$ cat src/rtl/gpio_port_pkg.sv
package gpio_port_pkg;
  typedef struct packed {
    logic ctrlLoad;
    logic dataLoad;
    logic evalChange;
  } gpioStrobes_t;
endpackage

$ cat src/rtl/gpio_port_ctrl.sv
module gpio_port_ctrl
  import gpio_port_pkg::*;
(
  input  logic         ctrlWrEn,
  input  logic         dataWrEn,
  output gpioStrobes_t strobes
);
  // Any register write triggers one before/after comparison.
  always_comb begin
    strobes.ctrlLoad   = ctrlWrEn;
    strobes.dataLoad   = dataWrEn;
    strobes.evalChange = ctrlWrEn | dataWrEn;
  end
endmodule

$ cat src/rtl/gpio_port_datapath.sv
module gpio_port_datapath
  import gpio_port_pkg::*;
#(
  parameter int PINS = 16
) (
  input  logic              clk,
  input  logic              rstN,
  input  gpioStrobes_t      strobes,
  input  logic [2*PINS-1:0] ctrlWrData,
  input  logic [PINS-1:0]   dataWrData,
  input  logic [PINS-1:0]   periphDir,
  input  logic [PINS-1:0]   periphData,
  output logic [PINS-1:0]   lineLevel,
  output logic [PINS-1:0]   changeMask,
  output logic              changeValid,
  output logic [PINS-1:0]   notifyLines
);
  localparam int CTRL_W = 2 * PINS;

  logic [CTRL_W-1:0] ctrlReg, ctrlNext;
  logic [PINS-1:0]   dataLatch, dataNext;
  logic [PINS-1:0]   cpuDir, cpuPull, nextDir, nextPull;
  logic [PINS-1:0]   newLines, diffLines;

  assign ctrlNext = strobes.ctrlLoad ? ctrlWrData : ctrlReg;
  assign dataNext = strobes.dataLoad ? dataWrData : dataLatch;

  // Split the interleaved control word into per-pin fields.
  for (genvar n = 0; n < PINS; n++) begin : g_split
    assign cpuDir[n]   = ctrlReg[2*n];
    assign cpuPull[n]  = ctrlReg[2*n+1];
    assign nextDir[n]  = ctrlNext[2*n];
    assign nextPull[n] = ctrlNext[2*n+1];
  end

  function automatic logic [PINS-1:0] resolveLines(
    input logic [PINS-1:0] dir, input logic [PINS-1:0] dat,
    input logic [PINS-1:0] pull,
    input logic [PINS-1:0] pDir, input logic [PINS-1:0] pDat);
    return (dir & dat) | (pDir & pDat) | (pull & ~(dir | pDir));
  endfunction

  assign lineLevel = resolveLines(cpuDir, dataLatch, cpuPull, periphDir, periphData);
  assign newLines  = resolveLines(nextDir, dataNext, nextPull, periphDir, periphData);
  assign diffLines = newLines ^ lineLevel;

  always_ff @(posedge clk) begin
    if (!rstN) begin
      ctrlReg     <= '0;
      dataLatch   <= '0;
      changeMask  <= '0;
      changeValid <= 1'b0;
      notifyLines <= '0;
    end else begin
      ctrlReg   <= ctrlNext;
      dataLatch <= dataNext;
      if (strobes.evalChange && (diffLines != '0)) begin
        changeMask  <= diffLines;
        changeValid <= 1'b1;
        notifyLines <= newLines;
      end else begin
        changeMask  <= '0;
        changeValid <= 1'b0;
      end
    end
  end
endmodule

$ cat src/rtl/gpio_port_notifier.sv
module gpio_port_notifier #(
  parameter int PINS = 16,
  parameter int SUBS = 4
) (
  input  logic [SUBS*PINS-1:0] trigMask,
  input  logic [PINS-1:0]      changeMask,
  input  logic                 changeValid,
  output logic [SUBS-1:0]      notify
);
  for (genvar i = 0; i < SUBS; i++) begin : g_sub
    assign notify[i] = changeValid && ((trigMask[i*PINS +: PINS] & changeMask) != '0);
  end
endmodule

$ cat src/rtl/gpio_port_resolver.sv
module gpio_port_resolver
  import gpio_port_pkg::*;
#(
  parameter int PINS = 16,
  parameter int SUBS = 4
) (
  input  logic                 clk,
  input  logic                 rstN,
  input  logic                 ctrlWrEn,
  input  logic [2*PINS-1:0]    ctrlWrData,
  input  logic                 dataWrEn,
  input  logic [PINS-1:0]      dataWrData,
  input  logic [PINS-1:0]      periphDir,
  input  logic [PINS-1:0]      periphData,
  input  logic [SUBS*PINS-1:0] trigMask,
  output logic [PINS-1:0]      lineLevel,
  output logic [PINS-1:0]      changeMask,
  output logic [SUBS-1:0]      notify,
  output logic [PINS-1:0]      notifyLines
);
  gpioStrobes_t strobes;
  logic         changeValid;

  gpio_port_ctrl u_ctrl (
    .ctrlWrEn (ctrlWrEn),
    .dataWrEn (dataWrEn),
    .strobes  (strobes)
  );

  gpio_port_datapath #(.PINS(PINS)) u_dp (
    .clk         (clk),
    .rstN        (rstN),
    .strobes     (strobes),
    .ctrlWrData  (ctrlWrData),
    .dataWrData  (dataWrData),
    .periphDir   (periphDir),
    .periphData  (periphData),
    .lineLevel   (lineLevel),
    .changeMask  (changeMask),
    .changeValid (changeValid),
    .notifyLines (notifyLines)
  );

  gpio_port_notifier #(.PINS(PINS), .SUBS(SUBS)) u_notify (
    .trigMask    (trigMask),
    .changeMask  (changeMask),
    .changeValid (changeValid),
    .notify      (notify)
  );
endmodule

$ cat config.mk
export PLATFORM = sky130hd
export DESIGN_NAME = gpio_port_resolver
export DESIGN_NICKNAME = d
export VERILOG_FILES = /design/src/rtl/gpio_port_pkg.sv /design/src/rtl/gpio_port_ctrl.sv /design/src/rtl/gpio_port_datapath.sv /design/src/rtl/gpio_port_notifier.sv /design/src/rtl/gpio_port_resolver.sv
export SDC_FILE = /design/constraint.sdc
export NUM_CORES = 1
export LEC_CHECK = 0
export BUFFER_PORTS_ARGS = -buffer_cell sky130_fd_sc_hd__buf_2
export CAP_MARGIN = 0
export CELL_PAD_IN_SITES_DETAIL_PLACEMENT = 0
export CELL_PAD_IN_SITES_GLOBAL_PLACEMENT = 1
export CORE_MARGIN = 2
export CORE_UTILIZATION = 30
export CTS_BUF_LIST = sky130_fd_sc_hd__clkbuf_2 sky130_fd_sc_hd__clkbuf_4 sky130_fd_sc_hd__clkbuf_8
export CTS_CLUSTER_SIZE = 10
export DETAILED_ROUTE_END_ITERATION = 8
export PLACE_DENSITY = 0.74
export SLEW_MARGIN = 20
export SYNTH_ARGS = -nofsm -noshare
export SYNTH_HDL_FRONTEND = slang
export SYNTH_HIERARCHICAL = 1
export SYNTH_SLANG_ARGS = --single-unit
$ cat constraint.sdc
create_clock -name clk -period 7.8 [get_ports clk]
set_input_delay 0.78 -clock clk [delete_from_list [all_inputs] [get_ports clk]]
set_output_delay 0.78 -clock clk [all_outputs]
set_load 0.01 [all_outputs]
# Word level (Yosys, flattened, before mapping)
# Cells that the tools add are included.
[totals] regBits=81 inputBits=148 out_inout_bits=52 elab_cells=38
[classes] mux=3 bitwise=19 reduce_logical=11
[op_table] operator="$and A16 B16 Y16" count=9
[op_table] operator="$or A16 B16 Y16" count=6
[op_table] operator="$reduce_bool A16 Y1" count=5
[op_table] operator="$mux W32" count=1
[op_table] operator="$not A16 Y16" count=2
[op_table] operator="$mux W16" count=1
[op_table] operator="$xor A16 B16 Y16" count=1
[op_table] operator="$logic_and A1 B1 Y1" count=5
[op_table] operator="$reduce_and A2 Y1" count=1
[op_table] operator="$mux W1" count=1
[op_table] operator="$or A1 B1 Y1" count=1

# Depth between registers and ports, before layout
# Gate-level depths: netlist (run 1).
[logic_depth] word_depth=9 depth_mapped=12

# Cells and area by module
# The synthesis (run 1) kept the hierarchy.
[by_module_without_submodules] mod="gpio_port_datapath" n_inst=1 cells_per_inst=431 area_each_um2=4347.9
[by_module_without_submodules] mod="gpio_port_notifier" n_inst=1 cells_per_inst=44 area_each_um2=330.3
[by_module_without_submodules] mod="gpio_port_ctrl" n_inst=1 cells_per_inst=3 area_each_um2=21.3

# Worst setup path after synthesis (run 1)
# OpenSTA, ideal clock, no wires.
[synth_path] path_type="input to register" from="in dataWrEn" to="reg u_dp.notifyLines[0]" setup_time_ns=0.122 arrival_ns=2.956 t_required_ns=7.678 setup_slack_ns=4.723 stages=11 path_cell_list="buf_4 buf_6 buf_8 mux2_4 a211oi_1 a31oi_2 mux2i_1 nor4_4 nand2_4 buf_6 a221o_1"
[synth_via] elab_chain_cells=7 word_cells_on_any_way=8 cone_classes="1 x mux; 5 x bitwise; 2 x reduce/logical"
[synth_lines] element="from (decl)" line="gpio_port_resolver.sv:11" source="input logic dataWrEn,"
[synth_lines] element="$mux W16" line="gpio_port_datapath.sv:26" source="assign dataNext = strobes.dataLoad ? dataWrData : dataLatch;"
[synth_lines] element="$and A16 B16 Y16" line="gpio_port_datapath.sv:40" source="return (dir & dat) | (pDir & pDat) | (pull & ~(dir | pDir));"
[synth_lines] element="$or A16 B16 Y16 (2 in a row)" line="gpio_port_datapath.sv:40"
[synth_lines] element="$xor A16 B16 Y16" line="gpio_port_datapath.sv:45" source="assign diffLines = newLines ^ lineLevel;"
[synth_lines] element="$reduce_bool A16 Y1" line="gpio_port_datapath.sv:57" source="if (strobes.evalChange && (diffLines != '0)) begin"
[synth_lines] element="$logic_and A1 B1 Y1" line="gpio_port_datapath.sv:57"
[synth_lines] element="to (signal assigned)" line="gpio_port_datapath.sv:60" source="notifyLines <= newLines;"
[synth_lines] element="to (decl)" line="gpio_port_datapath.sv:16" source="output logic [PINS-1:0] notifyLines"
# Parallel ways exist; a longest one is shown, timed or not.
# A chain may end at the register's enable or synchronous reset.

# Final worst setup path (run 1)
[layout_path] from="in ctrlWrEn" to="reg u_dp.notifyLines[12]"
[layout_via] elab_chain_cells=8 word_cells_on_any_way=11 cone_classes="1 x mux; 8 x bitwise; 2 x reduce/logical"
[layout_lines] element="from (decl)" line="gpio_port_resolver.sv:9" source="input logic ctrlWrEn,"
[layout_lines] element="$mux W32" line="gpio_port_datapath.sv:25" source="assign ctrlNext = strobes.ctrlLoad ? ctrlWrData : ctrlReg;"
[layout_lines] element="$or A16 B16 Y16" line="gpio_port_datapath.sv:40"
[layout_lines] element="$not A16 Y16" line="gpio_port_datapath.sv:40"
[layout_lines] element="$and A16 B16 Y16" line="gpio_port_datapath.sv:40"
[layout_lines] element="$or A16 B16 Y16" line="gpio_port_datapath.sv:40"
[layout_lines] element="$xor A16 B16 Y16" line="gpio_port_datapath.sv:45"
[layout_lines] element="$reduce_bool A16 Y1" line="gpio_port_datapath.sv:57"
[layout_lines] element="$logic_and A1 B1 Y1" line="gpio_port_datapath.sv:57"
# Parallel ways exist; a longest one is shown, timed or not.

==> impl_metrics.tcl, run 1 <==
set metrics [dict create \
    run_status "completed" \
    power_switching_mw 0.316 \
    synth_top_area_cell "dfxtp_1" \
    max_slew_margin_pct 28.8 \
    start_util_pct 30.8 \
    grt_pass1_vias 4643 \
    synth_top_area_share_pct 34.5 \
    maxCapViolations 0 \
    cp-end-kind "register" \
    ant_nets 0 \
    die_area_um2 16700 \
    netlist_top_cells_count "dfxtp_1 (81), mux2i_1 (44), nor2b_1 (41)" \
    vias 4703 \
    postCtsSetupBuffers 0 \
    ys_ff_latch 81 \
    setup_tns_ns 0 \
    syn_area_um2 4700 \
    p_comb_share_pct 24.1 \
    cts-hold-fix-buffers 0 \
    setup_viol 0 \
    nFillCells 1528 \
    die_w_um 129 \
    wl_per_cell_um 18.6 \
    clock_latency_ns 0.35 \
    slowest_stage "nor4_4" \
    grt_pass1_wl_um 24100 \
    via_per_inst 5.36 \
    r2r_setup_slack_ns 4.57 \
    numPortBuffers 199 \
    ctsResizeCount 0 \
    rsz0062_at_grt "false" \
    p_sw_share_pct 29.8 \
    cts_tree "done" \
    core_um2 15300 \
    grtUsageTotal_pct 18.7 \
    drt_wl_total_um 16300 \
    cp-start-kind "input port" \
    p_total_mw 1.06 \
    finalHoldViolations 0 \
    seqCellArea_um2 1620 \
    fin_crit_sh_pct 53.0 \
    synthDistinctLibCells 45 \
    intPower_mw 0.744 \
    pwr-share-seq_pct 44.1 \
    syn_area_per_cell_um2 9.83 \
    worstPathRequired_ns 8.01 \
    skew_ns 0.00953 \
    path_class "in -> reg" \
    cts_sinks 81 \
    area_growth_pct 28.1 \
    drive_gt1_share_pct 40.0 \
    synth.most_common_cell "dfxtp_1" \
    finalMaxSlewViolations 0 \
    cp.arrival_ns 4.34 \
    antenna_found_initial 0 \
    peakVddDrop_uv 68.0 \
    multi_input_area_um2 2910 \
    antennaDiodeCount 0 \
    drc 0 \
    worst_slew_pin_slew_ns 1.07 \
    clockPowerShare_pct 31.8 \
    leakagePower_nw 2.71 \
    p_per_area_nw_per_um2 176 \
    async_reset_ff_share_pct 0 \
    cts_root_buffer "clkbuf_8" \
    drt-pass1-iter-count 5 \
    clk_pin_slew_ns 0.08 \
    die_y_um 129 \
    synth_nets 626 \
    fin_nets 811 \
    synthFlopType "dfxtp_1" \
    numCtsBuffers 9 \
    grt.overflow.total 0 \
    ioPinCount 200 \
    crit_chain "buf_2 -> buf_4 -> inv_2 -> o221a_2 -> mux2_2 -> nand4_4 -> nor4_4 -> and2_1 -> o211ai_1" \
    fmax_ghz 0.242 \
    num_rows 45 \
    post-dp-hpwl_um 12500 \
    seq_area_frac_synth_pct 34.5 \
    cp_max_fo 52 \
    slowest_delay_ns 0.78 \
    period_minus_slack_ns 4.13 \
    synth_area_leaders "dfxtp_1 (35%), mux2i_1 (9.4%), nor2b_1 (5.5%)" \
    yosys_warnings 6 \
    drt_iter0_markers 287 \
    gp_routability_congestion 0.798 \
    synth_edf_count 0 \
    htreeDepth 3 \
    ctsLongestPathBuffers 2 \
    synthCells 478 \
    hold_path_class "reg -> reg" \
    grt_max_degree 70 \
]
## critical path: cells and delay by family
kind / cells / cell delay [ns]
mux: 1 / 0.30
buf+inv: 3 / 1.01
simple gates: 3 / 1.63
compound gates: 2 / 0.57
## cell families after synthesis
logic type | share of synthesized area (%)
mux | 14.0
flops | 34.5
simple gates | 26.3
buf+inv | 3.70
compound gates | 21.5
## cell type report
type	count	share of cell area, %
multi-input cells	369	48.3
inverters	1	0.0624
well taps	211	4.39
clock buffers	10	2.18
clock inverters	5	1.35
repair buffers	201	16.8
flip-flops and latches	81	26.9
## cell usage in the layout (no fill, tap or decap), drive strengths merged, types with 12 or more instances in the layout
cell type,count
mux2i,44
nor2b,41
nor3b,16
buf,201
a211oi,12
and4,13
nor2,15
a221oi,14
dfxtp,81
a221o,21
a21oi,13
nand2,29
mux2,16
and2,17
a22oi,16
## stage by stage
stage | instance area, µm² | setup WS, ns | hold slack [ns] | util (%) | instances
global placement | 5800 | 3.35 | 0.486 | 38.0 | 863
finish | 6020 | 3.67 | 0.500 | 39.5 | 878
floorplan | 4700 | 4.72 | 0.474 | - | 478
CTS | 6020 | 3.68 | 0.504 | 39.4 | 878
global route | 6020 | 3.43 | 0.520 | 39.5 | 878
detailed placement | 5800 | 3.29 | 0.484 | 38.0 | 863
## path summary, 6_finish.rpt
kind / from / to / cells past startpoint
worst max-delay path: ctrlWrEn / u_dp/notifyLines[12] / 9
worst min-delay path: u_dp/notifyLines[14] / u_dp/notifyLines[14] / 2
worst max register to register: u_dp/ctrlReg[2] / u_dp/notifyLines[12] / 7
worst min register to register: u_dp/notifyLines[14] / u_dp/notifyLines[14] / 2
## state kept, by name (all words and copies together), names as in the netlist
signal	flops
u_dp/ctrlReg	32
u_dp/changeMask	16
u_dp/changeValid	1
u_dp/dataLatch	16
u_dp/notifyLines	16
## power by group through the flow
stage | Combinational, mW | Sequential, mW | Clock, mW
floorplan | 0.148 | 0.474 | 0
finish | 0.255 | 0.468 | 0.337
detailed placement | 0.255 | 0.477 | 0
global placement | 0.252 | 0.475 | 0
CTS | 0.256 | 0.467 | 0.344
global route | 0.277 | 0.471 | 0.362
## routing by layer
layer | routed length (µm) | track usage, % | vias to the layer above
met4 | 559 | 8.70 | 0
met3 | 1250 | 3.55 | 34
met5 | 0 | 0 | -
li1 | - | - | 2229
met1 | 6540 | 21.1 | 2210
met2 | 7970 | 33.9 | 230
Note: power is estimated with default switching activity, not from simulation.
==> run 2, diff against run 1 <==
Settings changed: ABC_AREA set to 1, PLACE_DENSITY 0.74 to 0.8.
Clock period 7.8 ns to 4.09 ns, I/O delays scaled along.
==> impl_metrics.tcl, run 2 <==
set metrics [dict create \
    synth_top_area_share_pct 33.5 \
    fin_util_pct 38.8 \
    grt_max_degree 36 \
    hold_path_class "in -> reg" \
    path_class "in -> reg" \
    cp_max_fo 34 \
    via_per_inst 4.47 \
    fmax_ghz 0.418 \
    clk_pin_slew_ns 0.08 \
    run_status "completed" \
    synth_area_leaders "dfxtp_1 (34%), nand2_1 (26%), inv_1 (7.9%)" \
    gp_routability_congestion 0.840 \
    whs_ns 0.302 \
    finalHoldViolations 0 \
    slowest_delay_ns 0.41 \
    numCtsBuffers 9 \
    worstPathRequired_ns 4.32 \
    ctsLongestPathBuffers 2 \
    synth_nets 954 \
    synthFlopType "dfxtp_1" \
    cp-end-kind "register" \
    pre_cts_ws_ns 1.32 \
    seq_area_frac_synth_pct 33.5 \
    die_area_um2 17200 \
    seqCellArea_um2 1620 \
    core_um2 15800 \
    postCtsSetupBuffers 0 \
    netlist_top_cells_count "nand2_1 (336), inv_1 (102), dfxtp_1 (81)" \
    cp-start-kind "input port" \
    numPortBuffers 199 \
    ioPinCount 200 \
    syn_area_um2 4840 \
    syn_area_per_cell_um2 6.00 \
    multi_input_area_um2 2600 \
    fin_nets 1136 \
    htreeDepth 3 \
    slowest_stage "buf_4" \
    synthCells 806 \
    ant_nets 0 \
    post-dp-hpwl_um 12800 \
    ys_ff_latch 81 \
    drt_wl_total_um 16200 \
    antenna_found_initial 1 \
    async_reset_ff_share_pct 0 \
    largest_reg_flops 32 \
    detailed_place.area_um2 5900 \
    rsz0062_at_grt "false" \
    grt_pass1_vias 4926 \
    cp.arrival_ns 2.62 \
    cts_root_buffer "clkbuf_8" \
    final_common_cell "nand2_1" \
    drive_gt1_share_pct 25.5 \
    synthDistinctLibCells 23 \
    nFillCells 1758 \
    clock_latency_ns 0.37 \
    grtUsageTotal_pct 18.5 \
    cts_sinks 81 \
    p_per_area_nw_per_um2 342 \
    wl_per_cell_um 13.4 \
    leakagePower_nw 3.57 \
    period_minus_slack_ns 2.39 \
    area_growth_pct 27.0 \
    antennaDiodeCount 0 \
    num_rows 46 \
    crit_chain "buf_2 -> buf_4 -> nand2_1 -> inv_1 -> nor2_1 -> nand3_1 -> nand3_1 -> nand2_1 -> nand2_1 -> nor2_1 -> nand2_1 -> nor2_2 -> nand2_4 -> nand2_4 -> nor3_1" \
    yosys_warnings 6 \
    die_w_um 131 \
    fin_crit_sh_pct 58.5 \
    synth_top_area_cell "dfxtp_1" \
    final_cell_mix "nand2_1 (335), buf_2 (199), inv_1 (101)" \
    synth.most_common_cell "nand2_1" \
    ctsResizeCount 0 \
    skew_ns 0.0123 \
    fin_ws_ns 1.70 \
    cp_num_buf_inv 3 \
    grt_pass1_wl_um 24300 \
    stdcell_area_um2 6140 \
    cpMostUsedCell "nand2_1" \
    setup_viol 0 \
    finalMaxSlewViolations 0 \
    peakVddDrop_uv 141 \
    setup_tns_ns 0 \
    cts_tree "done" \
    vias 5402 \
    start_util_pct 30.6 \
    drt_iter0_markers 245 \
    synth_edf_count 0 \
    max_slew_margin_pct 56.9 \
    worst_slew_pin_slew_ns 0.645 \
    die_y_um 131 \
    drt-pass1-iter-count 4 \
    cts-hold-fix-buffers 0 \
    grt.overflow.total 0 \
    drc 0 \
    crit_family "simple AND/OR/NAND/NOR gates" \
    regMostFlops "u_dp/ctrlReg" \
    maxCapViolations 0 \
]
## run 2: cell types whose count changed after synthesis, sizes merged, moves of 35 or more
cell / change
a21oi: +35
inv: +103
nand2: +315
nor2: +58
nor2b: -41
mux2i: -44
nand3: +74
## run 2: cells by family (layout without fill, tap and decap cells)
logic type | count (synthesis) | after routing | share of synthesized area [%]
AOI/OAI and AO/OA | 56 | 56 | 5.79
and+or+nand+nor | 535 | 535 | 48.0
buffers and inverters | 134 | 321 | 12.7
DFF | 81 | 81 | 33.5
## run 2: worst paths after layout
kind / from / end / slack (ns) / cells after the start
worst max-delay path: ctrlWrEn / u_dp/changeMask[2] / 1.70 / 15
worst min-delay path: dataWrData[15] / u_dp/dataLatch[15] / 0.30 / 3
worst max register to register: u_dp/ctrlReg[22] / u_dp/changeMask[2] / 2.09 / 13
worst min register to register: u_dp/notifyLines[4] / u_dp/notifyLines[4] / 0.48 / 2
## run 2: worst reg2reg max path: cells and delay by family, from the launching register on
kind / cells / cell delay [ns]
and+or+nand+nor: 12 / 1.46
DFF: 1 / 0.34
buffers and inverters: 1 / 0.06
## run 2: layout make-up
cell class	count	area share [%]
Multi-Input combinational cell	591	42.4
Sequential cell	81	26.4
Timing Repair Buffer	201	16.5
Inverter	104	6.48
Tap cell	216	4.40
Clock buffer	12	2.69
Clock inverter	4	1.20
## run 2: per-stage QoR
stage	total power, mW	instances
4_1_cts	2.13	1209
3_3_place_gp	1.42	1193
6_report	2.10	1209
2_1_floorplan	1.21	806
5_1_grt	2.23	1209
3_5_place_dp	1.42	1193
## run 2: power breakdown
| group | switching, mW | leakage, nW | internal [mW] | total (mW) |
|---|---|---|---|---|
| Sequential | 0.0467 | 0.670 | 0.844 | 0.891 |
| Clock | 0.307 | 0.123 | 0.394 | 0.701 |
| Combinational | 0.313 | 2.78 | 0.196 | 0.509 |
## run 2: layer usage
layer  up-vias  track usage, %  share of wire, %
li1       2855               -                 -
met1      2324            23.3                45
met2       209            32.3                46
met3        12            4.32               7.7
met4         2            3.94              0.79
met5         -               0             0.062
